## src/rtl/mattr_pkg.sv

```systemverilog
package mattr_pkg;

   localparam int unsigned CODE_MAX = 5;

   typedef enum logic [1:0] {
      FS_NONE = 2'b00,
      FS_ONE  = 2'b01,
      FS_TWO  = 2'b10
   } fstage_e;

endpackage

```

## src/rtl/mattr_s1_resolve.sv

```systemverilog
module mattr_s1_resolve #(
   parameter int unsigned TYPE_W = 3
) (
   input  logic              s1_on,
   input  logic              is_fetch,
   input  logic [TYPE_W-1:0] s1_type,
   input  logic              s1_ro,
   input  logic              s1_fault,
   output logic [TYPE_W-1:0] r_type,
   output logic              r_ro,
   output logic              r_fault
);
   import mattr_pkg::*;

   localparam logic [TYPE_W-1:0] STRICT = '0;
   localparam logic [TYPE_W-1:0] TOPC   = TYPE_W'(CODE_MAX);

   // Stage off: strict device for data, cacheable normal for fetch, full access.
   always_comb begin
      if (s1_on) begin
         r_type  = (s1_type > TOPC) ? STRICT : s1_type;
         r_ro    = s1_ro;
         r_fault = s1_fault;
      end else begin
         r_type  = is_fetch ? TOPC : STRICT;
         r_ro    = 1'b0;
         r_fault = 1'b0;
      end
   end
endmodule

```

## src/rtl/mattr_merge.sv

```systemverilog
module mattr_merge #(
   parameter int unsigned TYPE_W   = 3,
   parameter bit          FWB_IMPL = 1'b1
) (
   input  logic              s2_on,
   input  logic              fwb,
   input  logic [TYPE_W-1:0] t1,
   input  logic              ro1,
   input  logic [TYPE_W-1:0] t2,
   input  logic              ro2,
   output logic [TYPE_W-1:0] m_type,
   output logic              m_ro
);
   import mattr_pkg::*;

   localparam logic [TYPE_W-1:0] TOPC = TYPE_W'(CODE_MAX);

   logic [TYPE_W-1:0] t2_legal;
   logic [TYPE_W-1:0] t_min;
   logic              take_s2;

   assign t2_legal = (t2 > TOPC) ? '0 : t2;
   assign t_min    = (t1 < t2_legal) ? t1 : t2_legal;

   generate
      if (FWB_IMPL) begin : g_fwb
         assign take_s2 = fwb;
      end else begin : g_nofwb
         logic unused_fwb;
         assign unused_fwb = fwb;
         assign take_s2    = 1'b0;
      end
   endgenerate

   always_comb begin
      if (!s2_on) begin
         m_type = t1;
         m_ro   = ro1;
      end else begin
         m_type = take_s2 ? t2_legal : t_min;
         m_ro   = ro1 | ro2;
      end
   end
endmodule

```

## src/rtl/mattr_fault_prio.sv

```systemverilog
module mattr_fault_prio (
   input  logic                f1,
   input  logic                f2,
   output mattr_pkg::fstage_e  fs
);
   import mattr_pkg::*;

   always_comb begin
      if (f1)      fs = FS_ONE;
      else if (f2) fs = FS_TWO;
      else         fs = FS_NONE;
   end
endmodule

```

## src/rtl/mattr_combine.sv

```systemverilog
module mattr_combine #(
   parameter int unsigned TYPE_W   = 3,
   parameter bit          FWB_IMPL = 1'b1
) (
   input  logic              clk,
   input  logic              rst_n,
   input  logic              in_valid,
   input  logic              xlat_en,
   input  logic              s1_en,
   input  logic              s2_en,
   input  logic              fwb,
   input  logic              is_fetch,
   input  logic [TYPE_W-1:0] s1_type,
   input  logic              s1_ro,
   input  logic              s1_fault,
   input  logic [TYPE_W-1:0] s2_type,
   input  logic              s2_ro,
   input  logic              s2_fault,
   output logic              out_valid,
   output logic [TYPE_W-1:0] eff_type,
   output logic              eff_ro,
   output logic [1:0]        fault_stage
);
   import mattr_pkg::*;

   generate
      if (TYPE_W < 3) begin : g_bad_width
         $error("mattr_combine: TYPE_W must hold the six type codes");
      end
   endgenerate

   logic              s1_on, s2_on;
   logic [TYPE_W-1:0] t1_r;
   logic              ro1_r, f1_r;
   logic [TYPE_W-1:0] m_type;
   logic              m_ro;
   fstage_e           fs_c;

   assign s1_on = xlat_en & s1_en;
   assign s2_on = xlat_en & s2_en;

   mattr_s1_resolve #(.TYPE_W(TYPE_W)) u_s1 (
      .s1_on    (s1_on),
      .is_fetch (is_fetch),
      .s1_type  (s1_type),
      .s1_ro    (s1_ro),
      .s1_fault (s1_fault),
      .r_type   (t1_r),
      .r_ro     (ro1_r),
      .r_fault  (f1_r)
   );

   mattr_merge #(.TYPE_W(TYPE_W), .FWB_IMPL(FWB_IMPL)) u_merge (
      .s2_on  (s2_on),
      .fwb    (fwb),
      .t1     (t1_r),
      .ro1    (ro1_r),
      .t2     (s2_type),
      .ro2    (s2_ro),
      .m_type (m_type),
      .m_ro   (m_ro)
   );

   mattr_fault_prio u_prio (
      .f1 (f1_r),
      .f2 (s2_on & s2_fault),
      .fs (fs_c)
   );

   always_ff @(posedge clk) begin
      if (!rst_n) begin
         out_valid   <= 1'b0;
         eff_type    <= '0;
         eff_ro      <= 1'b1;
         fault_stage <= FS_NONE;
      end else begin
         out_valid <= in_valid;
         if (in_valid) begin
            eff_type    <= m_type;
            eff_ro      <= m_ro;
            fault_stage <= fs_c;
         end
      end
   end

   assert_lat_R1: assert property (@(posedge clk) disable iff (!rst_n)
      in_valid |=> out_valid);
   assert_idle_R1: assert property (@(posedge clk) disable iff (!rst_n)
      !in_valid |=> !out_valid && $stable(eff_type) && $stable(eff_ro) && $stable(fault_stage));
   assert_merge_R3: assert property (@(posedge clk) disable iff (!rst_n)
      in_valid && s1_on && s2_on && !fwb && ($past(s2_type) <= TYPE_W'(CODE_MAX)) |=>
      eff_type <= $past(s2_type));
   assert_s1off_R6: assert property (@(posedge clk) disable iff (!rst_n)
      in_valid && !s1_on && !s2_on && !is_fetch |=> eff_type == '0 && !eff_ro);
   assert_ro_R7: assert property (@(posedge clk) disable iff (!rst_n)
      in_valid && s2_on && s2_ro |=> eff_ro);
   assert_prio_R8: assert property (@(posedge clk) disable iff (!rst_n)
      in_valid && s1_on && s1_fault |=> fault_stage == 2'b01);
   assert_code_R8: assert property (@(posedge clk) disable iff (!rst_n)
      fault_stage != 2'b11);
endmodule

```

## config.mk

```make
export PLATFORM = sky130hd
export DESIGN_NAME = mattr_combine
export DESIGN_NICKNAME = d
export VERILOG_FILES = /design/src/rtl/mattr_pkg.sv /design/src/rtl/mattr_s1_resolve.sv /design/src/rtl/mattr_merge.sv /design/src/rtl/mattr_fault_prio.sv /design/src/rtl/mattr_combine.sv
export SDC_FILE = /design/constraint.sdc
export NUM_CORES = 1
export LEC_CHECK = 0
export CAP_MARGIN = 5
export CORE_AREA = 2 2 39 41
export DETAILED_ROUTE_END_ITERATION = 8
export DIE_AREA = 0 0 41 43
export PLACE_DENSITY = 0.74
export SLEW_MARGIN = 20
export SYNTH_ARGS = -nofsm -noshare
export SYNTH_HDL_FRONTEND = slang
export SYNTH_HIERARCHICAL = 1
export SYNTH_SLANG_ARGS = --single-unit
```

## constraint.sdc

```tcl
create_clock -name clk -period 2.52 [get_ports clk]
set_clock_uncertainty 0.05 [all_clocks]
set_input_delay 0.504 -clock clk [delete_from_list [all_inputs] [get_ports clk]]
set_output_delay 0.504 -clock clk [all_outputs]
set_load 0.01 [all_outputs]
```

Yosys cells after proc, flatten, opt, wreduce, memory -nomap -nowiden
Cells that the tools add are included.
Operators by class
  bitwise gates (word level): 4
  magnitude comparators: 3
  mux-type cells: 12
Operators by type and width (number)
  $mux 3: 7
  $gt 3x3->1 const B: 2
  $mux 2: 2
  $and 1x1->1: 3
  $lt 3x3->1: 1
  $mux 1: 3
  $or 1x1->1: 1
Storage, ports and cells
  register bits after elaboration: 7
  logic and storage cells: 23
  input port bits: 18
  output and inout port bits: 7

Depth between registers and ports, before layout
  word-level depth: 7
  mapped depth: 10
  gate-level depth less buffers: 10

Hierarchy
Netlist, hierarchy kept.
Modules (own cells, without submodules)
  mattr_combine: cells each 24, sequential area each 140.1 µm², instances 1, area an instance 272.8 µm²
  mattr_merge: cells each 18, sequential area each 0.0 µm², instances 1, area an instance 123.9 µm²
  mattr_s1_resolve: cells each 9, sequential area each 0.0 µm², instances 1, area an instance 51.3 µm²
  mattr_fault_prio: cells each 2, sequential area each 0.0 µm², instances 1, area an instance 21.3 µm²

Worst setup path after synthesis
No wires, ideal clock.
  path kind: input-to-reg
  start point: input xlat_en
  end point: register eff_type[1]
  data required time: 2.354 ns
  slack: 0.376 ns
  stages on the path: 10
  arrival: 1.978 ns
  buffers on the path: 0
  setup time: 0.116 ns
  cell sequence: and2_1 > nor2b_1 > a31o_1 > ha_1 > a211o_1 > nand2_2 > o21ai_2 > mux2i_1 > mux2i_1 > nor2b_1
Between the ends
  longest elaborated chain between the ends: 6
  elaborated cells on any way between the ends: 7
  those cells by class: 1 x order compare; 4 x mux; 2 x bitwise
Ends and longest elaborated chain
  start, declared: RTL line mattr_combine.sv:8  | input logic xlat_en,
  $and 1x1->1: RTL line mattr_combine.sv:39  | assign s1_on = xlat_en & s1_en;
  $mux 3: RTL line mattr_s1_resolve.sv:20  | if (s1_on) begin
  named net t1_r[2]: RTL line mattr_combine.sv:33  | logic [TYPE_W-1:0] t1_r;
  $lt 3x3->1: RTL line mattr_merge.sv:23  | assign t_min = (t1 < t2_legal) ? t1 : t2_legal;
  $mux 3: RTL line mattr_merge.sv:23
  $mux 3: RTL line mattr_merge.sv:40  | m_type = take_s2 ? t2_legal : t_min;
  $mux 3: RTL line mattr_merge.sv:36  | if (!s2_on) begin
  named net m_type[1]: RTL line mattr_combine.sv:35  | logic [TYPE_W-1:0] m_type;
  end signal, assigned: RTL line mattr_combine.sv:79  | eff_type <= m_type;
  end, declared: RTL line mattr_combine.sv:20  | output logic [TYPE_W-1:0] eff_type,
The timed path passes the listed nets, and every way through them passes these cells.
A chain may end at the register's enable or synchronous reset.

Worst setup path in the final report
  start point: input xlat_en
  end point: register eff_type[0]
Between the ends
  longest elaborated chain between the ends: 6
  elaborated cells on any way between the ends: 7
  those cells by class: 1 x order compare; 4 x mux; 2 x bitwise
Ends and longest elaborated chain
  $and 1x1->1: RTL line mattr_combine.sv:39
  named net s1_on: RTL line mattr_combine.sv:32  | logic s1_on, s2_on;
  $mux 3: RTL line mattr_s1_resolve.sv:20
  named net t1_r[2]: RTL line mattr_combine.sv:33
  $lt 3x3->1: RTL line mattr_merge.sv:23
  $mux 3: RTL line mattr_merge.sv:23
  $mux 3: RTL line mattr_merge.sv:40
  $mux 3: RTL line mattr_merge.sv:36
  named net m_type[0]: RTL line mattr_combine.sv:35
The timed path passes the listed nets, and every way through them passes these cells.

==> metrics.yaml <==
status: "finished, final reports clean"
io_buffer_count: 24
area_delta_synth_final_pct: 62.4
regToRegStartpoint: "eff_ro"
leakage_uw: 0.000333
via_count: 458
dp_hpwl_um: 811
ff2ff_path_depth: 2
finalSetupViolations: 0
dieArea_um2: 1760
drt-total-wl_um: 1050
design.core.area_um2: 1380
vdd_drop_max_mv: 0.299
cts_htree_levels: 1
grt_overflow_total: 0
yosysWarningCount: 6
cts_sinks: 7
drv_cap: 0
grt_pass1_wl_um: 1470
die_y_um: 43
fin_area_um2: 762
grt_pass1_vias: 406
start_util: 0.339
std_cell_rows: 14
fmax_ghz: 0.412
fin_util: 0.551
syn-cell-area_um2: 469
slew_headroom: 0.759
crit_required_ns: 2.65
cts_tree: "done"
post_cts_buffers: 0
clk_path_buf_depth: 2
ys_async_sr_fraction: 0
synth.distinct_cells: 23
worstHoldPathCells: 2
antenna_found_initial: 0
io_pins: 25
cts_buffers: 3
clk_latency_ns: 0.25
drive_gt1_frac: 0.146
setup_tns_ns: 0
synth_common_cells: "7 x dfxtp_1, 7 x mux2i_1, 6 x nor2b_1"
finalPower_uw: 308
grt_max_degree: 8
whs_endpoint: "eff_ro"
synthTopCellsByArea: "dfxtp_1 30%, mux2i_1 15%, nor2b_1 8.0%, and2_1 5.3%, ha_1 5.3%"
cp_max_fo: 5
route.detailed.vias_per_inst: 4.67
cts_root_buf: "clkbuf_4"
synth_nets: 73
syn_area_per_cell_um2: 8.85
synth-edff-count: 0
hold_ws_ns: 0.442
r2r-end: "eff_ro"
min_period_ns: 2.43
drtAntennaViolNets: 0
cp-start-kind: "input port"
end_kind: "register"
period_share: 0.963
drc: 0
hp-class: "register to register"
cts.clk_slew.worst_paths_ns: 0.05
yosysTopAreaCell: "dfxtp_1"
drt_first_pass_iters: 2
synth_seq_cells: 7
p_per_area_nw_per_um2: 404
place_area_um2: 733
crit_type: "input port to register"
synthCells: 53
gp_congestion: 0.650
wl_per_cell_um: 10.7
fin_nets: 103
die_w_um: 41
hold_viol: 0
synth_top_cell_area_share: 0.299
drtIter0Drc: 8
cts-hold-fix-buffers: 0
critical_path_arrival_ns: 2.56
min_from: "eff_ro"
synth_flop_cell: "dfxtp_1"
report.final.slew_viol_count: 0
worst-slew-pin-transition_ns: 0.360
antennaDiodeCount: 0
grt.total_usage: 0.123
seq_area_frac_synth: 0.299
rrSetupSlack_ns: 1.85
[where the power goes]
| group | switching, µW | internal, µW | total [µW] |
|---|---|---|---|
| sequential | 2.53 | 117 | 119 |
| combinational | 33.3 | 57.1 | 90.4 |
| clock | 37.9 | 60.2 | 98.1 |
[flip-flops by register name, indices dropped and copies added, names as in the netlist]
signal / flops
fault_stage: 2
eff_ro: 1
eff_type: 3
out_valid: 1
[worst max-delay path by stage]
stage,start,end,cells past startpoint
after CTS,xlat_en,eff_type[0],11
after global routing,xlat_en,eff_type[1],11
after floorplan,xlat_en,eff_type[1],10
final,xlat_en,eff_type[0],11
after global placement,xlat_en,eff_type[0],11
after detailed placement,xlat_en,eff_type[0],11
[final cells by class]
class                   count  area [µm²]
clock buffers               4        26.3
flip-flops and latches      7         140
inverters                   2        7.51
fillers                   137         622
well taps                  16        20.0
repair buffers             27         263
multi-input cells          42         305
[cell usage in the layout (no fill, tap or decap)]
cell and n:
and2_1 3, and2_2 1, nor2_1 2, inv_1 2
a21o_1 1, clkbuf_1 1, a21bo_2 1, and3_1 1
and2_4 1, ha_1 2, clkdlybuf4s50_1 24, dfxtp_1 7
nand2_1 5, nand2_2 1, nor2b_1 6, clkbuf_4 3
o21ai_2 1, nand3_1 1, a21oi_1 2, a31o_1 2
buf_4 3, mux2i_1 7, o21ai_0 1, nor2b_4 1
nand2b_1 2, a211o_1 1
[through the flow]
stage          std cells  setup slack [ns]
2_1_floorplan         53             0.376
3_3_place_gp          94            -0.216
3_5_place_dp          94            -0.240
4_1_cts               98            0.0222
5_1_grt               98           -0.0260
6_report              98            0.0936
[timing repair]
action,4_1_cts,5_1_grt
setup endpoints to repair,0,3
endpoints found under the hold margin,0,0
gates resized for setup,0,1
[kinds of logic (layout without fill, tap and decap cells)]
| logic type | after synthesis | count (layout) | synth area share |
|---|---|---|---|
| AOI/OAI and AO/OA | 9 | 9 | 0.144 |
| adders and majority gates | 2 | 2 | 0.0533 |
| buffers and inverters | 4 | 33 | 0.0560 |
| DFF | 7 | 7 | 0.299 |
| muxes | 7 | 7 | 0.149 |
| and+or+nand+nor | 24 | 24 | 0.299 |
[critical path, cell delays in order]
cell and delay (ns):
clkdlybuf4s50_1 0.50, and2_4 0.17, nor2b_1 0.06, a31o_1 0.21, ha_1 0.29, a211o_1 0.29, nand2_2 0.10, nand2_1 0.05
a21oi_1 0.17, mux2i_1 0.09, nor2b_1 0.11
[per-layer routing]
layer  vias up  GRT usage  share of wire
li1        237          -              -
met1       199      0.136           0.43
met2        18      0.194           0.47
met3         4     0.0314          0.057
met4         0     0.0800          0.042
met5         -          0              0
(Power assumes the default switching activity.)
